==> config.mk <==
export PLATFORM = sky130hd
export DESIGN_NAME = linetype_sync_gen
export DESIGN_NICKNAME = d
export VERILOG_FILES = /design/src/rtl/lts_pkg.sv /design/src/rtl/lts_counters.sv /design/src/rtl/lts_bp_scan.sv /design/src/rtl/lts_pulse_win.sv /design/src/rtl/linetype_sync_gen.sv
export SDC_FILE = /design/constraint.sdc
export NUM_CORES = 1
export LEC_CHECK = 0
export ABC_CLOCK_PERIOD_IN_PS = 7800
export BUFFER_PORTS_ARGS = -buffer_cell sky130_fd_sc_hd__clkbuf_2
export CAP_MARGIN = 20
export CELL_PAD_IN_SITES_DETAIL_PLACEMENT = 1
export CELL_PAD_IN_SITES_GLOBAL_PLACEMENT = 2
export CORE_UTILIZATION = 26
export CTS_BUF_LIST = sky130_fd_sc_hd__clkbuf_8
export DETAILED_ROUTE_END_ITERATION = 7
export GPL_ROUTABILITY_DRIVEN = 1
export MAX_ROUTING_LAYER = met4
export PLACE_DENSITY = 0.9
export RECOVER_POWER = 100
export REMOVE_ABC_BUFFERS = 1
export SYNTH_ARGS = -nofsm -noshare
export SYNTH_HDL_FRONTEND = slang
export SYNTH_HIERARCHICAL = 1
export SYNTH_SLANG_ARGS = --single-unit
==> constraint.sdc <==
create_clock -name clk -period 7.8 [get_ports clk]
set_input_delay 1.56 -clock clk [delete_from_list [all_inputs] [get_ports clk]]
set_output_delay 1.56 -clock clk [all_outputs]
set_load 0.03 [all_outputs]
==> src/rtl/lts_pkg.sv <==
// Package: shared widths and line-type code points for the breakpoint
// line-type sync generator. Assumes 4-bit line-type codes.
package lts_pkg;
    localparam int LTS_TYPE_W = 4;
    typedef logic [LTS_TYPE_W-1:0] line_type_t;

    // Named code points used by neighbours; any 4-bit value is legal.
    localparam line_type_t LT_ACTIVE     = 4'h0;
    localparam line_type_t LT_FIRST_SYNC = 4'h1;
    localparam line_type_t LT_LAST_SYNC  = 4'hF;
endpackage

==> src/rtl/lts_counters.sv <==
// Module: lts_counters
// Pixel and line counters with the field flag. Exposes both the next-state
// values (so the top can register outputs aligned to the counts) and the
// registered counts. Assumes total_pixels >= 1 and frame_lines >= 1.
module lts_counters #(
    parameter int PIX_W  = 13,
    parameter int LINE_W = 11
) (
    input  logic              clk,
    input  logic              rst_n,
    input  logic              start,
    input  logic [PIX_W-1:0]  total_pixels,
    input  logic [LINE_W-1:0] frame_lines,
    input  logic [LINE_W-1:0] field1_lines,
    input  logic              interlace,
    output logic              run_n,
    output logic [PIX_W-1:0]  pix_n,
    output logic [LINE_W-1:0] line_n,
    output logic              field_n,
    output logic [PIX_W-1:0]  pix_q,
    output logic [LINE_W-1:0] line_q,
    output logic              field_q
);
    localparam logic [LINE_W-1:0] LINE_ONE = LINE_W'(1);

    logic             run_q;
    logic [PIX_W:0]   pix_inc;

    assign pix_inc = {1'b0, pix_q} + 1'b1;

    // Next-state: restart on strobe, otherwise step pixel and wrap line/frame.
    always_comb begin
        run_n  = run_q;
        pix_n  = pix_q;
        line_n = line_q;
        if (start) begin
            run_n  = 1'b1;
            pix_n  = '0;
            line_n = LINE_ONE;
        end else if (run_q) begin
            if (pix_inc >= {1'b0, total_pixels}) begin
                pix_n = '0;
                if (line_q >= frame_lines) begin
                    line_n = LINE_ONE;
                end else begin
                    line_n = line_q + 1'b1;
                end
            end else begin
                pix_n = pix_inc[PIX_W-1:0];
            end
        end
        field_n = run_n && interlace && (line_n > field1_lines);
    end

    // State registers, cleared to idle by reset.
    always_ff @(posedge clk) begin
        if (!rst_n) begin
            run_q   <= 1'b0;
            pix_q   <= '0;
            line_q  <= '0;
            field_q <= 1'b0;
        end else begin
            run_q   <= run_n;
            pix_q   <= pix_n;
            line_q  <= line_n;
            field_q <= field_n;
        end
    end
endmodule

==> src/rtl/lts_bp_scan.sv <==
// Module: lts_bp_scan
// Combinational breakpoint lookup: returns the type of the highest-indexed
// breakpoint whose line number is at or below the given line, or the type
// of entry 0 when none qualifies. Assumes the table is sorted ascending.
module lts_bp_scan #(
    parameter int NUM_BP = 16,
    parameter int LINE_W = 11,
    parameter int TYPE_W = 4
) (
    input  logic [LINE_W-1:0]        line,
    input  logic [NUM_BP*LINE_W-1:0] bp_lines,
    input  logic [NUM_BP*TYPE_W-1:0] bp_types,
    output logic [TYPE_W-1:0]        sel_type
);
    logic [NUM_BP-1:0] reached;

    // One comparator per table entry.
    for (genvar g = 0; g < NUM_BP; g++) begin : g_cmp
        assign reached[g] = (bp_lines[g*LINE_W +: LINE_W] <= line);
    end

    // Priority select: later entries override earlier ones.
    always_comb begin
        sel_type = bp_types[TYPE_W-1:0];
        for (int i = 0; i < NUM_BP; i++) begin
            if (reached[i]) begin
                sel_type = bp_types[i*TYPE_W +: TYPE_W];
            end
        end
    end
endmodule

==> src/rtl/lts_pulse_win.sv <==
// Module: lts_pulse_win
// Window comparator for a sync pulse: active for delay <= pos < delay+len,
// with the sum formed one bit wider so it never wraps. Suppressed entirely
// when delay exceeds the given limit or when enable is low.
module lts_pulse_win #(
    parameter int POS_W = 13,
    parameter int LEN_W = 10
) (
    input  logic             enable,
    input  logic [POS_W-1:0] pos,
    input  logic [POS_W-1:0] delay,
    input  logic [LEN_W-1:0] len,
    input  logic [POS_W-1:0] limit,
    output logic             active
);
    localparam int SUM_W = ((POS_W > LEN_W) ? POS_W : LEN_W) + 1;

    logic [SUM_W-1:0] win_end;

    // Exclusive end of the window.
    assign win_end = SUM_W'(delay) + SUM_W'(len);

    // Window membership with out-of-range suppression.
    assign active = enable && (delay <= limit) && (pos >= delay)
                    && (SUM_W'(pos) < win_end);
endmodule

==> src/rtl/linetype_sync_gen.sv <==
// Module: linetype_sync_gen (top)
// Display timing core: counters, breakpoint line-type lookup, and
// horizontal/vertical sync windows with per-field vertical settings and
// polarity. All outputs are registered from next-state counts so that they
// line up with pix_cnt/line_cnt in the same cycle. Synchronous reset.
module linetype_sync_gen #(
    parameter int PIX_W  = 13,
    parameter int LINE_W = 11,
    parameter int NUM_BP = 16,
    parameter int TYPE_W = lts_pkg::LTS_TYPE_W,
    parameter int HLEN_W = 10,
    parameter int VLEN_W = 10
) (
    input  logic                     clk,
    input  logic                     rst_n,
    input  logic                     start,
    input  logic [PIX_W-1:0]         total_pixels,
    input  logic [LINE_W-1:0]        frame_lines,
    input  logic [LINE_W-1:0]        field1_lines,
    input  logic                     interlace,
    input  logic [NUM_BP*LINE_W-1:0] bp_lines,
    input  logic [NUM_BP*TYPE_W-1:0] bp_types,
    input  logic [PIX_W-1:0]         hs_delay,
    input  logic [HLEN_W-1:0]        hs_length,
    input  logic [LINE_W-1:0]        vs1_delay,
    input  logic [VLEN_W-1:0]        vs1_length,
    input  logic [LINE_W-1:0]        vs2_delay,
    input  logic [VLEN_W-1:0]        vs2_length,
    input  logic                     hs_pol,
    input  logic                     vs_pol,
    output logic [TYPE_W-1:0]        line_type,
    output logic [PIX_W-1:0]         pix_cnt,
    output logic [LINE_W-1:0]        line_cnt,
    output logic                     hs_out,
    output logic                     vs_out,
    output logic                     field
);
    logic              run_n;
    logic [PIX_W-1:0]  pix_n;
    logic [LINE_W-1:0] line_n;
    logic              field_n;
    logic [TYPE_W-1:0] type_n;
    logic              hs_act_n;
    logic              vs_act_n;
    logic [LINE_W-1:0] vs_dly_sel;
    logic [VLEN_W-1:0] vs_len_sel;
    logic [TYPE_W-1:0] type_q;
    logic              hs_q;
    logic              vs_q;

    lts_counters #(.PIX_W(PIX_W), .LINE_W(LINE_W)) u_cnt (
        .clk          (clk),
        .rst_n        (rst_n),
        .start        (start),
        .total_pixels (total_pixels),
        .frame_lines  (frame_lines),
        .field1_lines (field1_lines),
        .interlace    (interlace),
        .run_n        (run_n),
        .pix_n        (pix_n),
        .line_n       (line_n),
        .field_n      (field_n),
        .pix_q        (pix_cnt),
        .line_q       (line_cnt),
        .field_q      (field)
    );

    lts_bp_scan #(.NUM_BP(NUM_BP), .LINE_W(LINE_W), .TYPE_W(TYPE_W)) u_scan (
        .line     (line_n),
        .bp_lines (bp_lines),
        .bp_types (bp_types),
        .sel_type (type_n)
    );

    lts_pulse_win #(.POS_W(PIX_W), .LEN_W(HLEN_W)) u_hwin (
        .enable (run_n),
        .pos    (pix_n),
        .delay  (hs_delay),
        .len    (hs_length),
        .limit  (total_pixels),
        .active (hs_act_n)
    );

    // Per-field choice of vertical window settings.
    always_comb begin
        vs_dly_sel = field_n ? vs2_delay  : vs1_delay;
        vs_len_sel = field_n ? vs2_length : vs1_length;
    end

    lts_pulse_win #(.POS_W(LINE_W), .LEN_W(VLEN_W)) u_vwin (
        .enable (run_n),
        .pos    (line_n),
        .delay  (vs_dly_sel),
        .len    (vs_len_sel),
        .limit  (frame_lines),
        .active (vs_act_n)
    );

    // Output registers: type held at 0 while idle, syncs driven at the polarity level.
    always_ff @(posedge clk) begin
        if (!rst_n) begin
            type_q <= '0;
            hs_q   <= !hs_pol;
            vs_q   <= !vs_pol;
        end else begin
            type_q <= run_n ? type_n : '0;
            hs_q   <= hs_act_n ? hs_pol : !hs_pol;
            vs_q   <= vs_act_n ? vs_pol : !vs_pol;
        end
    end

    assign line_type = type_q;
    assign hs_out    = hs_q;
    assign vs_out    = vs_q;
endmodule

# Word level (Yosys, flattened, before mapping)
# Index checks and enable logic that the tools add are counted.
[totals] input_bits=346 output_inout_bits=31 wordCells=75 register_bits=32
[op_classes] magnitude_cmp=24 n_reduce_logical=11 addsub=4 mux=29
[ops] operator="11-bit <= comparator" count=16
[ops] operator="4-bit two-way mux" count=15
[ops] operator="11-bit two-way mux" count=5
[ops] operator="13-bit two-way mux" count=3
[ops] operator="11-bit greater-or-equal comparator" count=2
[ops] operator="13-bit by 1-bit adder with 14-bit output (second input constant)" count=1
[ops] operator="13-bit by 10-bit adder with 14-bit output" count=1
[ops] operator="14-bit by 13-bit greater-or-equal comparator with 1-bit output" count=1
[ops] operator="13-bit by 14-bit < comparator with 1-bit output" count=1
[ops] operator="13-bit greater-or-equal comparator" count=1
[ops] operator="13-bit <= comparator" count=1
[ops] operator="11-bit by 10-bit adder with 12-bit output" count=1
[ops] operator="11-bit by 12-bit < comparator with 1-bit output" count=1
[ops] operator="11-bit by 1-bit adder with 11-bit output (second input constant)" count=1
[ops] operator="11-bit greater-than comparator" count=1
[ops] operator="10-bit two-way mux" count=1
[ops] operator="1-bit logical AND" count=8
[ops] operator="1-bit two-way mux" count=5
[ops] operator="1-bit zero test" count=2
[ops] operator="2-bit AND reduction" count=1

# Depth between registers and ports, before layout
[depth] word_depth=21 ltp_mapped=36 mapped_depth_nobuf=34

# Hierarchy
# The synthesis kept the hierarchy.
[modules_own_cells] mod="lts_bp_scan" area_each_um2=4630.7 cells_per_inst=591 instances=1 seq_area_each_um2=0.0
[modules_own_cells] mod="lts_counters" area_each_um2=2633.8 cells_per_inst=332 instances=1 seq_area_each_um2=520.5
[modules_own_cells] mod="lts_pulse_win at u_hwin" area_each_um2=1376.3 cells_per_inst=177 instances=1 seq_area_each_um2=0.0
[modules_own_cells] mod="lts_pulse_win at u_vwin" area_each_um2=1186.1 cells_per_inst=152 instances=1 seq_area_each_um2=0.0
[modules_own_cells] mod="linetype_sync_gen" area_each_um2=504.2 cells_per_inst=37 instances=1 seq_area_each_um2=120.1

# Worst setup path after synthesis
# Ideal clock, no wire load.
[synth_timing] kind="input port to flip-flop" startpoint="in total_pixels[3]" endpoint="reg vs_q (netlist: vs_out)" stages=29 setup_ps=117 path_buffers=1 arrival_time_ps=7373 required_ps=7683 slack_ps=310 path_cell_list="inv_1 -> ha_1 -> a2111oi_2 -> a2111oi_4 -> o31ai_4 -> a21oi_1 -> o32ai_1 -> ha_1 -> a21o_1 -> a21o_1 -> a21oi_1 -> o2111ai_1 -> and4_1 -> buf_6 -> mux2_4 -> ha_1 -> fa_1 -> a21o_1 -> a21boi_2 -> o21ai_1 -> a31o_1 -> a21oi_2 -> xnor2_1 -> ha_1 -> a21oi_1 -> a22oi_1 -> a211oi_2 -> nand2_1 -> xor2_1"
[synth_via] elab_chain_len=13 elab_cells_between_ends=17 cone_classes="add/sub: 1; order compare: 5; mux: 7; reduce/logical: 4"
[synth_lines] element="start, declared" line="linetype_sync_gen.sv:17" text="input logic [PIX_W-1:0] total_pixels,"
[synth_lines] element="14-bit by 13-bit greater-or-equal comparator with 1-bit output *" line="lts_counters.sv:41" text="if (pix_inc >= {1'b0, total_pixels}) begin"
[synth_lines] element="11-bit two-way mux *" line="lts_counters.sv:41"
[synth_lines] element="11-bit two-way mux *" line="lts_counters.sv:40" text="end else if (run_q) begin"
[synth_lines] element="11-bit two-way mux *" line="lts_counters.sv:36" text="if (start) begin"
[synth_lines] element="via line_n[4]" line="linetype_sync_gen.sv:40" text="logic [LINE_W-1:0] line_n;"
[synth_lines] element="11-bit greater-than comparator *" line="lts_counters.sv:52" text="field_n = run_n && interlace && (line_n > field1_lines);"
[synth_lines] element="1-bit logical AND *" line="lts_counters.sv:52"
[synth_lines] element="via field_n" line="linetype_sync_gen.sv:41" text="logic field_n;"
[synth_lines] element="11-bit two-way mux *" line="linetype_sync_gen.sv:86" text="vs_dly_sel = field_n ? vs2_delay : vs1_delay;"
[synth_lines] element="via vs_dly_sel[0]" line="linetype_sync_gen.sv:45" text="logic [LINE_W-1:0] vs_dly_sel;"
[synth_lines] element="parallel branches: the longest is 3 deep, another holds 11-bit by 10-bit adder with 12-bit output"
[synth_lines] element="1-bit logical AND *" line="lts_pulse_win.sv:25" text="&& (SUM_W'(pos) < win_end);"
[synth_lines] element="via vs_act_n" line="linetype_sync_gen.sv:44" text="logic vs_act_n;"
[synth_lines] element="1-bit two-way mux *" line="linetype_sync_gen.sv:108" text="vs_q <= vs_act_n ? vs_pol : !vs_pol;"
[synth_lines] element="1-bit two-way mux *" line="linetype_sync_gen.sv:101" text="if (!rst_n) begin"
[synth_lines] element="end signal, assigned" line="linetype_sync_gen.sv:104" text="vs_q <= !vs_pol;"
[synth_lines] element="end signal, assigned" line="linetype_sync_gen.sv:108"
[synth_lines] element="end, declared" line="linetype_sync_gen.sv:49" text="logic vs_q;"
# Mark *: on every way through the listed nets, which the timed path passes.
# A chain may end at the register's enable or synchronous reset.

# Final worst setup path
[layout_timing] startpoint="in total_pixels[11]" endpoint="reg vs_q (netlist: vs_out)"
# Same word-level chain as after synthesis.

==> flow_summary.yaml <==
floorplan:
  rows: 72
  io_pins: 377
  start_util_pct: 26.5
  coreArea_um2: 38900
  die_x_um: 201
  die_y_um: 201
  die-area_um2: 40500
grt:
  grt_pass1_vias: 12700
  grt_overflow_total: 0
  grtUsageMet1_pct: 28.0
  met3_usage_pct: 3.32
  grt_max_degree: 29
  grt_busiest_layer: "met2"
  grt_pass1_wl_mm: 70.1
  antenna_found_initial: 7
  use_met2_pct: 38.1
  grt_use_total_pct: 22.9
detailed_routing:
  drc: 0
  viasPerCell: 5.22
  wl_per_cell_um: 20.3
  wl_mm: 45.8
  drtIter0Drc: 365
  dr_total_vias: 11800
  drt-pass1-iter-count: 4
  ant_nets: 0
critical_path:
  cp_top_family: "compound AO/OA/AOI/OAI gates"
  slowest_delay_ns: 0.36
  cp.arrival_ns: 7.61
  path_class: "in2reg"
  worst_path_most_repeated_cell: "ha_1"
  crit_buf_inv: 6
  required_ns: 8.02
  cp_slowest_cell: "o31ai_4"
  endpoint_kind: "register"
  startpoint_type: "input port"
  cp_max_fo: 9
final_layout:
  final_cell_mix: "clkbuf_2 (334), ha_1 (291), inv_1 (140), nor2_1 (90), a21oi_1 (88)"
  drive_gt1_share_pct: 29.9
  final_nets: 2370
  fillers: 4907
  final_common_cell: "clkbuf_2"
  utilization_pct: 34.8
  syn_to_final_growth_pct: 31.0
  layout.cells.non_filler: 2255
power:
  leakagePower_nw: 6.80
  ir_drop_v: 0.0000524
  power.density_nw_per_um2: 65.9
  power.total_mw: 0.892
sta:
  slew_violations: 0
  min_period_ns: 7.39
  setup_viol: 0
  fin_crit_sh_pct: 94.8
  worstMarginPinSlew_ns: 1.31
  hold_slack_ns: 0.617
  finClkSkew_ns: 0.0155
  hold_viol_final: 0
  fmax_ghz: 0.135
  rsz0062_at_grt: "no"
  relSlewSlack_pct: 11.6
clock_tree:
  clk_latency_ns: 0.32
  htreeDepth: 2
  root_buffer: "clkbuf_8"
  clk_pin_slew_ns: 0.09
  cts_tree: "yes"
  ctsHoldBuffers: 0
  clk_path_buf_depth: 2
  numCtsBuffers: 5
  clock_sinks: 32
logic_synthesis:
  syn-cell-area_um2: 10300
  async_flop_share_pct: 0
  netlist_instances: 1289
  synth_top_area_share_pct: 35.4
  syn_avg_cell_area_um2: 8.01
  synth.distinct_cells: 96
  synth_edf_count: 0
  yosysWarnings: 6
  synth_ff_type: "dfxtp_1"
  ys_seq_elements: 32
  synth_largest_area_cell: "ha_1"
  synth_seq_area_share_pct: 6.20
  synth_area_leaders: "ha_1 (35%), dfxtp_1 (6.2%), inv_1 (5.1%), a21oi_1 (4.6%), nor2_1 (3.3%)"
place:
  placed_cells: 2237
  port_buffers: 365
  globalplace.congestion: 0.994
  dp_hpwl_mm: 40.2
min_path:
  hold_path.class: "reg2reg"
run_status:
  status: "finished, final reports clean"
run:
  drv_cap: 0
report_power, final:
group / internal (mW) / switching, mW / total, mW
clock network: 0.113 / 0.0784 / 0.191
registers: 0.167 / 0.00479 / 0.172
logic: 0.248 / 0.281 / 0.529
total: 0.528 / 0.364 / 0.892
routing by layer:
layer / wire (µm) / part of all wire (%)
met5: 0 / 0
met4: 1460 / 3.2
met3: 1980 / 4.3
met2: 21500 / 47
met1: 20800 / 45
area by class of cell:
type | count | area, µm² | share of cell area, %
Clock inverter | 1 | 30.0 | 0.222
Clock buffer | 7 | 96.3 | 0.712
Sequential cell | 32 | 644 | 4.76
Inverter | 140 | 526 | 3.88
Multi-Input combinational cell | 1097 | 9100 | 67.3
Tap cell | 518 | 648 | 4.79
Antenna cell | 6 | 15.0 | 0.111
Timing Repair Buffer | 454 | 2470 | 18.2
path summary, 6_finish.rpt:
path	start	endpoint	slack (ns)	depth (start not counted)
hold / removal	u_cnt/pix_q[3]$_SDFF_PN0_	u_cnt/pix_q[3]$_SDFF_PN0_	0.62	2
setup reg to reg	u_cnt/pix_q[1]$_SDFF_PN0_	vs_out$_DFF_P_	0.48	36
setup / recovery	total_pixels[11]	vs_out$_DFF_P_	0.41	34
hold reg to reg	u_cnt/pix_q[3]$_SDFF_PN0_	u_cnt/pix_q[3]$_SDFF_PN0_	0.62	2
kinds of logic (layout without fill, tap and decap cells):
logic type / count (synthesis) / count (layout) / share of synthesized area, %
multiplexers: 30 / 30 / 4.01
AO/OA/AOI/OAI: 361 / 361 / 25.3
other: 0 / 6 / 0
buffers and inverters: 160 / 602 / 6.37
flip-flops: 32 / 32 / 6.20
AND/OR/NAND/NOR: 380 / 380 / 19.6
XOR/XNOR: 32 / 32 / 2.71
adder cells (fa/ha/maj): 294 / 294 / 35.8
through the flow:
| stage | cell area [µm²] | setup slack [ns] | TNS, ns |
|---|---|---|---|
| after floorplan | 10200 | -0.592 | -0.592 |
| after global placement | 13300 | -0.0771 | -0.0771 |
| after detailed placement | 13300 | -0.208 | -0.208 |
| after CTS | 13500 | 0.0748 | 0 |
| after global routing | 13500 | 0.00733 | 0 |
| final | 13500 | 0.406 | 0 |
cell usage after synthesis (all sizes together), types with 6 or more instances:
master and number:
dfxtp 32, o21ai 56, buf 10, mux2 25, o31ai 8, o2111ai 6
nor2b 17, a211oi 24, a21o 26, nand3 44, clkbuf 10, xor2 17
nor3 23, or3 17, o32ai 17, nand2b 17, nor4 7, and2 12
o41ai 6, a31oi 7, xnor2 15, nor2 92, and3 14, a2111oi 6
a22oi 10, a2bb2oi 6, ha 292, a21oi 100, inv 140, nand2 64
o211ai 15, o21a 21, nand4 42, and4 6
flip-flops by register name, summed over array words and instances (netlist names):
signal / flops
hs_out: 1
u_cnt/line_q: 11
u_cnt/field_q: 1
u_cnt/pix_q: 13
u_cnt/run_q: 1
line_type: 4
vs_out: 1
tightest hold or removal path, cell delays in order, from the launching register on:
cell and delay, ns:
dfxtp_2 0.40, a2bb2oi_1 0.10, nor2_1 0.09
what timing repair did:
item,4_1_cts,5_1_grt
resized for setup,0,26
setup endpoints to repair,0,1
buffers inserted,0,4
Note: power is estimated with default switching activity, not from simulation.
